## config.mk

```make
export PLATFORM = sky130hd
export DESIGN_NAME = i2c_hs_target
export DESIGN_NICKNAME = d
export VERILOG_FILES = /design/src/rtl/i2c_hs_pkg.sv /design/src/rtl/i2c_hs_sync.sv /design/src/rtl/i2c_hs_events.sv /design/src/rtl/i2c_hs_shifter.sv /design/src/rtl/i2c_hs_mode_track.sv /design/src/rtl/i2c_hs_target.sv
export SDC_FILE = /design/constraint.sdc
export NUM_CORES = 1
export LEC_CHECK = 0
export ABC_CLOCK_PERIOD_IN_PS = 2600
export CORE_MARGIN = 2
export CORE_UTILIZATION = 30
export DETAILED_ROUTE_END_ITERATION = 8
export PLACE_DENSITY = 0.47
export RECOVER_POWER = 25
export SLEW_MARGIN = 40
export SYNTH_ARGS = -nofsm -noshare
export SYNTH_HDL_FRONTEND = slang
export SYNTH_SLANG_ARGS = --single-unit
```

## constraint.sdc

```tcl
create_clock -name clk -period 2.6 [get_ports clk]
set_input_delay 0.26 -clock clk [delete_from_list [all_inputs] [get_ports clk]]
set_output_delay 0.26 -clock clk [all_outputs]
set_load 0.03 [all_outputs]
```

## src/rtl/i2c_hs_pkg.sv

```systemverilog
package i2c_hs_pkg;

   localparam int BYTE_W = 8;
   localparam logic [4:0] HS_CODE_PREFIX = 5'b00001;

   typedef enum logic [2:0] {
      ST_IDLE,
      ST_ADDR,
      ST_ACK,
      ST_WRITE,
      ST_READ,
      ST_RACK,
      ST_WAIT
   } tgt_state_t;

   typedef struct packed {
      logic scl;
      logic sda;
      logic scl_rise;
      logic scl_fall;
      logic start;
      logic stop;
   } bus_ev_t;

   function automatic logic is_hs_code(input logic [BYTE_W-1:0] b);
      return b[BYTE_W-1:3] == HS_CODE_PREFIX;
   endfunction

endpackage

```

## src/rtl/i2c_hs_sync.sv

```systemverilog
module i2c_hs_sync #(
   parameter int   STAGES  = 2,
   parameter logic RST_VAL = 1'b1
) (
   input  logic clk,
   input  logic rst_n,
   input  logic d,
   output logic q
);

   logic [STAGES-1:0] ff;

   initial assert (STAGES >= 2) else $error("i2c_hs_sync: STAGES must be at least 2");

   generate
      for (genvar s = 0; s < STAGES; s++) begin : g_stage
         if (s == 0) begin : g_first
            always_ff @(posedge clk or negedge rst_n) begin
               if (!rst_n) ff[0] <= RST_VAL;
               else        ff[0] <= d;
            end
         end else begin : g_next
            always_ff @(posedge clk or negedge rst_n) begin
               if (!rst_n) ff[s] <= RST_VAL;
               else        ff[s] <= ff[s-1];
            end
         end
      end
   endgenerate

   assign q = ff[STAGES-1];

endmodule

```

## src/rtl/i2c_hs_events.sv

```systemverilog
module i2c_hs_events
   import i2c_hs_pkg::*;
#(
   parameter int SYNC_STAGES = 2
) (
   input  logic    clk,
   input  logic    rst_n,
   input  logic    scl_pin,
   input  logic    sda_pin,
   output bus_ev_t ev
);

   logic scl_s, sda_s, scl_d, sda_d;

   i2c_hs_sync #(.STAGES(SYNC_STAGES), .RST_VAL(1'b1)) u_scl_sync (
      .clk(clk), .rst_n(rst_n), .d(scl_pin), .q(scl_s)
   );

   i2c_hs_sync #(.STAGES(SYNC_STAGES), .RST_VAL(1'b1)) u_sda_sync (
      .clk(clk), .rst_n(rst_n), .d(sda_pin), .q(sda_s)
   );

   always_ff @(posedge clk or negedge rst_n) begin
      if (!rst_n) begin
         scl_d <= 1'b1;
         sda_d <= 1'b1;
      end else begin
         scl_d <= scl_s;
         sda_d <= sda_s;
      end
   end

   always_comb begin
      ev.scl      = scl_s;
      ev.sda      = sda_s;
      ev.scl_rise = scl_s & ~scl_d;
      ev.scl_fall = ~scl_s & scl_d;
      ev.start    = scl_s & scl_d & sda_d & ~sda_s;
      ev.stop     = scl_s & scl_d & ~sda_d & sda_s;
   end

   // a bus condition needs SCL high on both of the samples it compares
   p_cond_scl_high_r1: assert property (@(posedge clk) disable iff (!rst_n)
      (ev.start || ev.stop) |-> (scl_s && $past(scl_s)));

endmodule

```

## src/rtl/i2c_hs_shifter.sv

```systemverilog
module i2c_hs_shifter #(
   parameter int W = 8
) (
   input  logic         clk,
   input  logic         rst_n,
   input  logic         clear,
   input  logic         sample,
   input  logic         sample_bit,
   input  logic         load,
   input  logic [W-2:0] load_val,
   input  logic         advance,
   output logic [W-1:0] rx,
   output logic         tx_next,
   output logic         full
);

   localparam int CW = $clog2(W + 1);

   logic [CW-1:0] cnt;
   logic [W-2:0]  tx;

   initial assert (W >= 3) else $error("i2c_hs_shifter: W must be at least 3");

   always_ff @(posedge clk or negedge rst_n) begin
      if (!rst_n) begin
         cnt <= '0;
         rx  <= '0;
         tx  <= '0;
      end else begin
         if (load || clear) cnt <= '0;
         else if (sample)   cnt <= cnt + CW'(1);
         if (sample) rx <= {rx[W-2:0], sample_bit};
         if (load)         tx <= load_val;
         else if (advance) tx <= {tx[W-3:0], 1'b0};
      end
   end

   assign tx_next = tx[W-2];
   assign full    = (cnt == CW'(W));

   // the bit count never runs past one byte
   p_cnt_bound_r8: assert property (@(posedge clk) disable iff (!rst_n)
      cnt <= CW'(W));

endmodule

```

## src/rtl/i2c_hs_mode_track.sv

```systemverilog
module i2c_hs_mode_track (
   input  logic clk,
   input  logic rst_n,
   input  logic stop,
   input  logic code_done,
   output logic hs
);

   always_ff @(posedge clk or negedge rst_n) begin
      if (!rst_n)         hs <= 1'b0;
      else if (stop)      hs <= 1'b0;
      else if (code_done) hs <= 1'b1;
   end

   // STOP always ends high-speed mode
   p_stop_clears_r5: assert property (@(posedge clk) disable iff (!rst_n)
      stop |=> !hs);

   // high-speed mode starts only from a finished master code
   p_hs_from_code_r3: assert property (@(posedge clk) disable iff (!rst_n)
      $rose(hs) |-> $past(code_done));

endmodule

```

## src/rtl/i2c_hs_target.sv

```systemverilog
module i2c_hs_target
   import i2c_hs_pkg::*;
#(
   parameter logic [6:0] TARGET_ADDR = 7'h50,
   parameter int         SYNC_STAGES = 2,
   parameter bit         HS_ENABLE   = 1'b1,
   parameter int         CLK_HZ      = 50_000_000,
   parameter int         HS_SCL_HZ   = 3_400_000,
   parameter int         MIN_OSR     = 8
) (
   input  logic              clk,
   input  logic              rst_n,
   input  logic              scl_i,
   input  logic              sda_i,
   input  logic [BYTE_W-1:0] rd_data,
   output logic              sda_oe,
   output logic              hs_mode,
   output logic              wr_valid,
   output logic [BYTE_W-1:0] wr_data,
   output logic              rd_take
);

   localparam int OSR = CLK_HZ / HS_SCL_HZ;

   initial begin
      assert (SYNC_STAGES >= 2) else $error("i2c_hs_target: SYNC_STAGES below 2");
      assert (OSR >= MIN_OSR) else $error("i2c_hs_target: clock too slow for high-speed SCL");
      assert (TARGET_ADDR[6:2] != HS_CODE_PREFIX) else $error("i2c_hs_target: address collides with master code");
   end

   bus_ev_t           ev;
   tgt_state_t        state;
   logic              is_code, rw, mack;
   logic              oe_q, wv_q, rt_q;
   logic [BYTE_W-1:0] wd_q;
   logic [BYTE_W-1:0] rx;
   logic              tx_next, full;
   logic              sh_sample, sh_clear, sh_adv, load_rd;
   logic              code_done, hs;

   i2c_hs_events #(.SYNC_STAGES(SYNC_STAGES)) u_events (
      .clk(clk), .rst_n(rst_n), .scl_pin(scl_i), .sda_pin(sda_i), .ev(ev)
   );

   always_comb begin
      sh_sample = ev.scl_rise &&
                  (state == ST_ADDR || state == ST_WRITE || state == ST_READ);
      sh_clear  = ev.start || (state == ST_ACK && ev.scl_fall);
      load_rd   = !ev.start && !ev.stop && ev.scl_fall &&
                  ((state == ST_ACK && !is_code && rw) || (state == ST_RACK && mack));
      sh_adv    = (state == ST_READ) && ev.scl_fall && !full;
      code_done = (state == ST_ACK) && is_code && ev.scl_fall;
   end

   i2c_hs_shifter #(.W(BYTE_W)) u_shift (
      .clk(clk), .rst_n(rst_n),
      .clear(sh_clear), .sample(sh_sample), .sample_bit(ev.sda),
      .load(load_rd), .load_val(rd_data[BYTE_W-2:0]), .advance(sh_adv),
      .rx(rx), .tx_next(tx_next), .full(full)
   );

   generate
      if (HS_ENABLE) begin : g_hs
         i2c_hs_mode_track u_mode (
            .clk(clk), .rst_n(rst_n), .stop(ev.stop), .code_done(code_done), .hs(hs)
         );
      end else begin : g_no_hs
         assign hs = 1'b0;
      end
   endgenerate

   always_ff @(posedge clk or negedge rst_n) begin
      if (!rst_n) begin
         state   <= ST_IDLE;
         is_code <= 1'b0;
         rw      <= 1'b0;
         mack    <= 1'b0;
         oe_q    <= 1'b0;
         wv_q    <= 1'b0;
         wd_q    <= '0;
         rt_q    <= 1'b0;
      end else begin
         wv_q <= 1'b0;
         rt_q <= 1'b0;
         if (ev.stop) begin
            state <= ST_IDLE;
            oe_q  <= 1'b0;
         end else if (ev.start) begin
            state   <= ST_ADDR;
            oe_q    <= 1'b0;
            is_code <= 1'b0;
         end else begin
            case (state)
               ST_ADDR: begin
                  if (ev.scl_fall && full) begin
                     if (HS_ENABLE && !hs && is_hs_code(rx)) begin
                        state   <= ST_ACK;
                        is_code <= 1'b1;
                        oe_q    <= 1'b0;
                     end else if (rx[BYTE_W-1:1] == TARGET_ADDR) begin
                        state <= ST_ACK;
                        rw    <= rx[0];
                        oe_q  <= 1'b1;
                     end else begin
                        state <= ST_IDLE;
                     end
                  end
               end
               ST_ACK: begin
                  if (ev.scl_fall) begin
                     if (is_code) begin
                        state <= ST_WAIT;
                        oe_q  <= 1'b0;
                     end else if (rw) begin
                        state <= ST_READ;
                        oe_q  <= ~rd_data[BYTE_W-1];
                        rt_q  <= 1'b1;
                     end else begin
                        state <= ST_WRITE;
                        oe_q  <= 1'b0;
                     end
                  end
               end
               ST_WRITE: begin
                  if (ev.scl_fall && full) begin
                     state <= ST_ACK;
                     wv_q  <= 1'b1;
                     wd_q  <= rx;
                     oe_q  <= 1'b1;
                  end
               end
               ST_READ: begin
                  if (ev.scl_fall) begin
                     if (full) begin
                        state <= ST_RACK;
                        oe_q  <= 1'b0;
                     end else begin
                        oe_q <= ~tx_next;
                     end
                  end
               end
               ST_RACK: begin
                  if (ev.scl_rise) mack <= ~ev.sda;
                  if (ev.scl_fall) begin
                     if (mack) begin
                        state <= ST_READ;
                        oe_q  <= ~rd_data[BYTE_W-1];
                        rt_q  <= 1'b1;
                     end else begin
                        state <= ST_WAIT;
                        oe_q  <= 1'b0;
                     end
                  end
               end
               default: ;
            endcase
         end
      end
   end

   assign sda_oe   = oe_q;
   assign hs_mode  = hs;
   assign wr_valid = wv_q;
   assign wr_data  = wd_q;
   assign rd_take  = rt_q;

   // the master code is never acknowledged
   p_code_nack_r2: assert property (@(posedge clk) disable iff (!rst_n)
      (state == ST_ACK && is_code) |-> !oe_q);

   // every delivered write byte is acknowledged in the same cycle
   p_write_acked_r8: assert property (@(posedge clk) disable iff (!rst_n)
      wv_q |-> oe_q);

   // the SDA drive moves only while SCL is low
   p_oe_scl_low_r9: assert property (@(posedge clk) disable iff (!rst_n)
      (oe_q != $past(oe_q)) |-> !ev.scl);

   // read data is taken only at an SCL fall
   p_take_on_fall_r9: assert property (@(posedge clk) disable iff (!rst_n)
      rt_q |-> $past(ev.scl_fall));

   // idle and waiting states never drive the bus
   p_quiet_states_r7: assert property (@(posedge clk) disable iff (!rst_n)
      (state == ST_IDLE || state == ST_WAIT) |-> !oe_q);

endmodule

```

==> flow_metrics.tcl <==
set metrics [dict create \
    status "complete, no violations" \
    p_total_w 0.00156 \
    synthesis.area_um2 2060 \
    ios 24 \
    layout_min_cycle_time_ps 1990 \
    fin_skew_ps 4.68 \
    grt_pass1_wl_um 6990 \
    dp_hpwl_um 2850 \
    ctsHtreeMaxLevel 2 \
    final.setup.tns_ps 0 \
    post-cts-setup-buffers 0 \
    die_h_um 86.8 \
    core.rowCount 30 \
    postCtsHoldBufs 1 \
    ys_warn_count 0 \
    max-clock-path-buffers 2 \
    peakVddDrop_mv 0.250 \
    syn_nets 192 \
    tightest_slew_ps 1060 \
    drt_pre_antenna_iters 4 \
    placed_area_um2 2350 \
    cts_tree "done" \
    crit_type "flip-flop to flip-flop" \
    antenna_cells 0 \
    ys_seq_area_frac 0.527 \
    drtIter0Drc 101 \
    cp.required_ps 2790 \
    rsz0062_at_grt "no" \
    yosys.area.top_type "dfrtp_1" \
    clk_latency_ps 300 \
    first_global_vias 1387 \
    max_stage_delay_ps 720 \
    stdcell_area_um2 2440 \
    antenna_found_initial 0 \
    die_w_um 86.8 \
    root_buffer "clkbuf_8" \
    ys_ff_latch 43 \
    r2r_setup_slack_ps 610 \
    cp_max_fo 18 \
    wl_per_cell_um 14.5 \
    path_cells "and2b_1 > nand2_1 > nor3_4 > mux2_1" \
    crit_path_start_kind "flip-flop" \
    area_delta_synth_final_pct 18.8 \
    worstPathArrival_ps 2170 \
    fmax_mhz 503 \
    nNetsFinal 217 \
    cts_resized 0 \
    postRouteAntennaNets 0 \
    finalMaxSlewViolations 0 \
    synth_area_per_cell_um2 11.6 \
    synth_area_leaders "dfrtp_1 (45%), mux2_1 (9.3%), dfstp_2 (7.7%), mux2i_1 (3.9%), nor2_1 (3.6%)" \
    cap_violations 0 \
    final_util 0.364 \
    ys.flop_type "dfrtp_1" \
    min_period_over_period 0.764 \
    slew_headroom 0.291 \
    end_kind "flip-flop" \
    port_buffers 23 \
    p_leak_nw 1.01 \
    slowest_stage "dfrtp_1" \
    clk_pin_slew_ps 80 \
    gr-total-overflow 0 \
    async_flop_share 1.00 \
    dieArea_um2 7540 \
    core_um2 6720 \
    synth_top_area_frac 0.450 \
    synth_cell_type_count 44 \
    syn_inst 178 \
    dr_total_vias 1401 \
    hold_violations 0 \
    grt_use_total 0.120 \
    routed_via_density 4.93 \
    route.detailed.drc 0 \
    place_congestion 0.796 \
    drive_gt1_frac 0.103 \
    start_util 0.306 \
    synth_edf_count 0 \
    grt_max_degree 44 \
    power.density_nw_per_um2 638 \
    final_cells 284 \
    setup_violations 0 \
    clock-sinks 43 \
    cts_buffers 5 \
    routed_wl_um 4120 \
    hold_class "flip-flop to flip-flop" \
    placed_cells 275 \
]
## power breakdown
group	internal (W)	total (W)	switching (W)
logic	0.000133	0.000254	0.000120
clock network	0.000188	0.000423	0.000235
registers	0.000764	0.000882	0.000118
## registers in the layout, summed over array words and instances (netlist names)
register and cells:
u_shift.rx 8, wr_data 8, u_shift.tx 7, u_shift.cnt 4, state 3, g_hs.u_mode.hs 1, is_code 1, mack 1
rd_take 1, rw 1, sda_oe 1, u_events.scl_d 1, u_events.sda_d 1, u_events.u_scl_sync.ff 1, u_events.u_scl_sync.q 1, u_events.u_sda_sync.ff 1
u_events.u_sda_sync.q 1, wr_valid 1
## through the flow
step                worst slack (ps)  hold WS [ps]
global placement                 689           346
detailed placement               609           293
global route                     456           374
floorplan                        897         -35.6
CTS                              592           358
finish                           613           364
## layer usage
layer / wire length [um] / global-route usage
met1: 2020 / 0.164
met2: 1900 / 0.181
met3: 148 / 0.0314
met4: 63 / 0.0469
met5: 0 / 0
## cells in the final DEF (no fill, tap or decap), types with 3 or more instances in the layout
| cell | count |
|---|---|
| mux2i_1 | 8 |
| nor4b_1 | 3 |
| a21oi_1 | 9 |
| nand2_1 | 5 |
| dfrtp_1 | 37 |
| nand3b_1 | 3 |
| dlygate4sd3_1 | 3 |
| nand2b_1 | 4 |
| dfstp_2 | 4 |
| nand3_1 | 4 |
| nor2b_1 | 5 |
| clkbuf_8 | 5 |
| xnor2_1 | 4 |
| mux2_1 | 17 |
| nor2_1 | 20 |
| a31oi_1 | 4 |
| clkdlybuf4s50_1 | 20 |
| o21ai_1 | 4 |
| inv_1 | 5 |
| nor4_1 | 5 |
## logic make-up (layout without fill, tap and decap cells)
group	count (synthesis)	after routing	share of synthesized area
mux	25	25	0.132
buf+inv	13	39	0.0310
simple gates	62	62	0.192
compound gates	29	29	0.0888
xor+xnor	4	4	0.0170
fa+ha+maj	2	2	0.0122
flops	43	43	0.527
## layout make-up
type | instances | area [um2]
fill | 671 | 4280
tap | 80 | 100
clock inverter | 2 | 12.5
sequential | 43 | 1080
clock buffer | 6 | 72.6
inverter | 6 | 22.5
timing repair buffer | 25 | 243
multi-input combinational | 122 | 910
## worst paths after layout
check,from,to,cells after the start
worst max-delay path,state[0],wr_data[1],4
worst min-delay path,u_events.u_scl_sync.ff[0],u_events.u_scl_sync.q,0
worst max register to register,state[0],wr_data[1],4
worst min register to register,u_events.u_scl_sync.ff[0],u_events.u_scl_sync.q,0
max in group asynchronous,rst_n,rd_take,2
min in group asynchronous,rst_n,wr_data[4],2
## cells in the mapped netlist (2+ instances only)
master,count
a21oi_1,9
a31oi_1,4
buf_2,3
dfrtp_1,37
dfstp_2,6
ha_1,2
inv_1,5
mux2_1,17
mux2i_1,8
nand2_1,5
nand2b_1,4
nand3_1,4
nand3b_1,3
nand4b_1,2
nor2_1,20
nor2b_1,5
nor3_4,2
nor3b_1,2
nor4_1,5
nor4b_1,3
o21ai_0,2
o21ai_1,4
o22ai_1,2
xnor2_1,4
## critical path, delay by kind of cell (launching register included)
family	cells	cell delay, ps
multiplexers	1	370
AND/OR/NAND/NOR	3	780
flip-flops	1	720
Power figures use the tool's default switching activity.
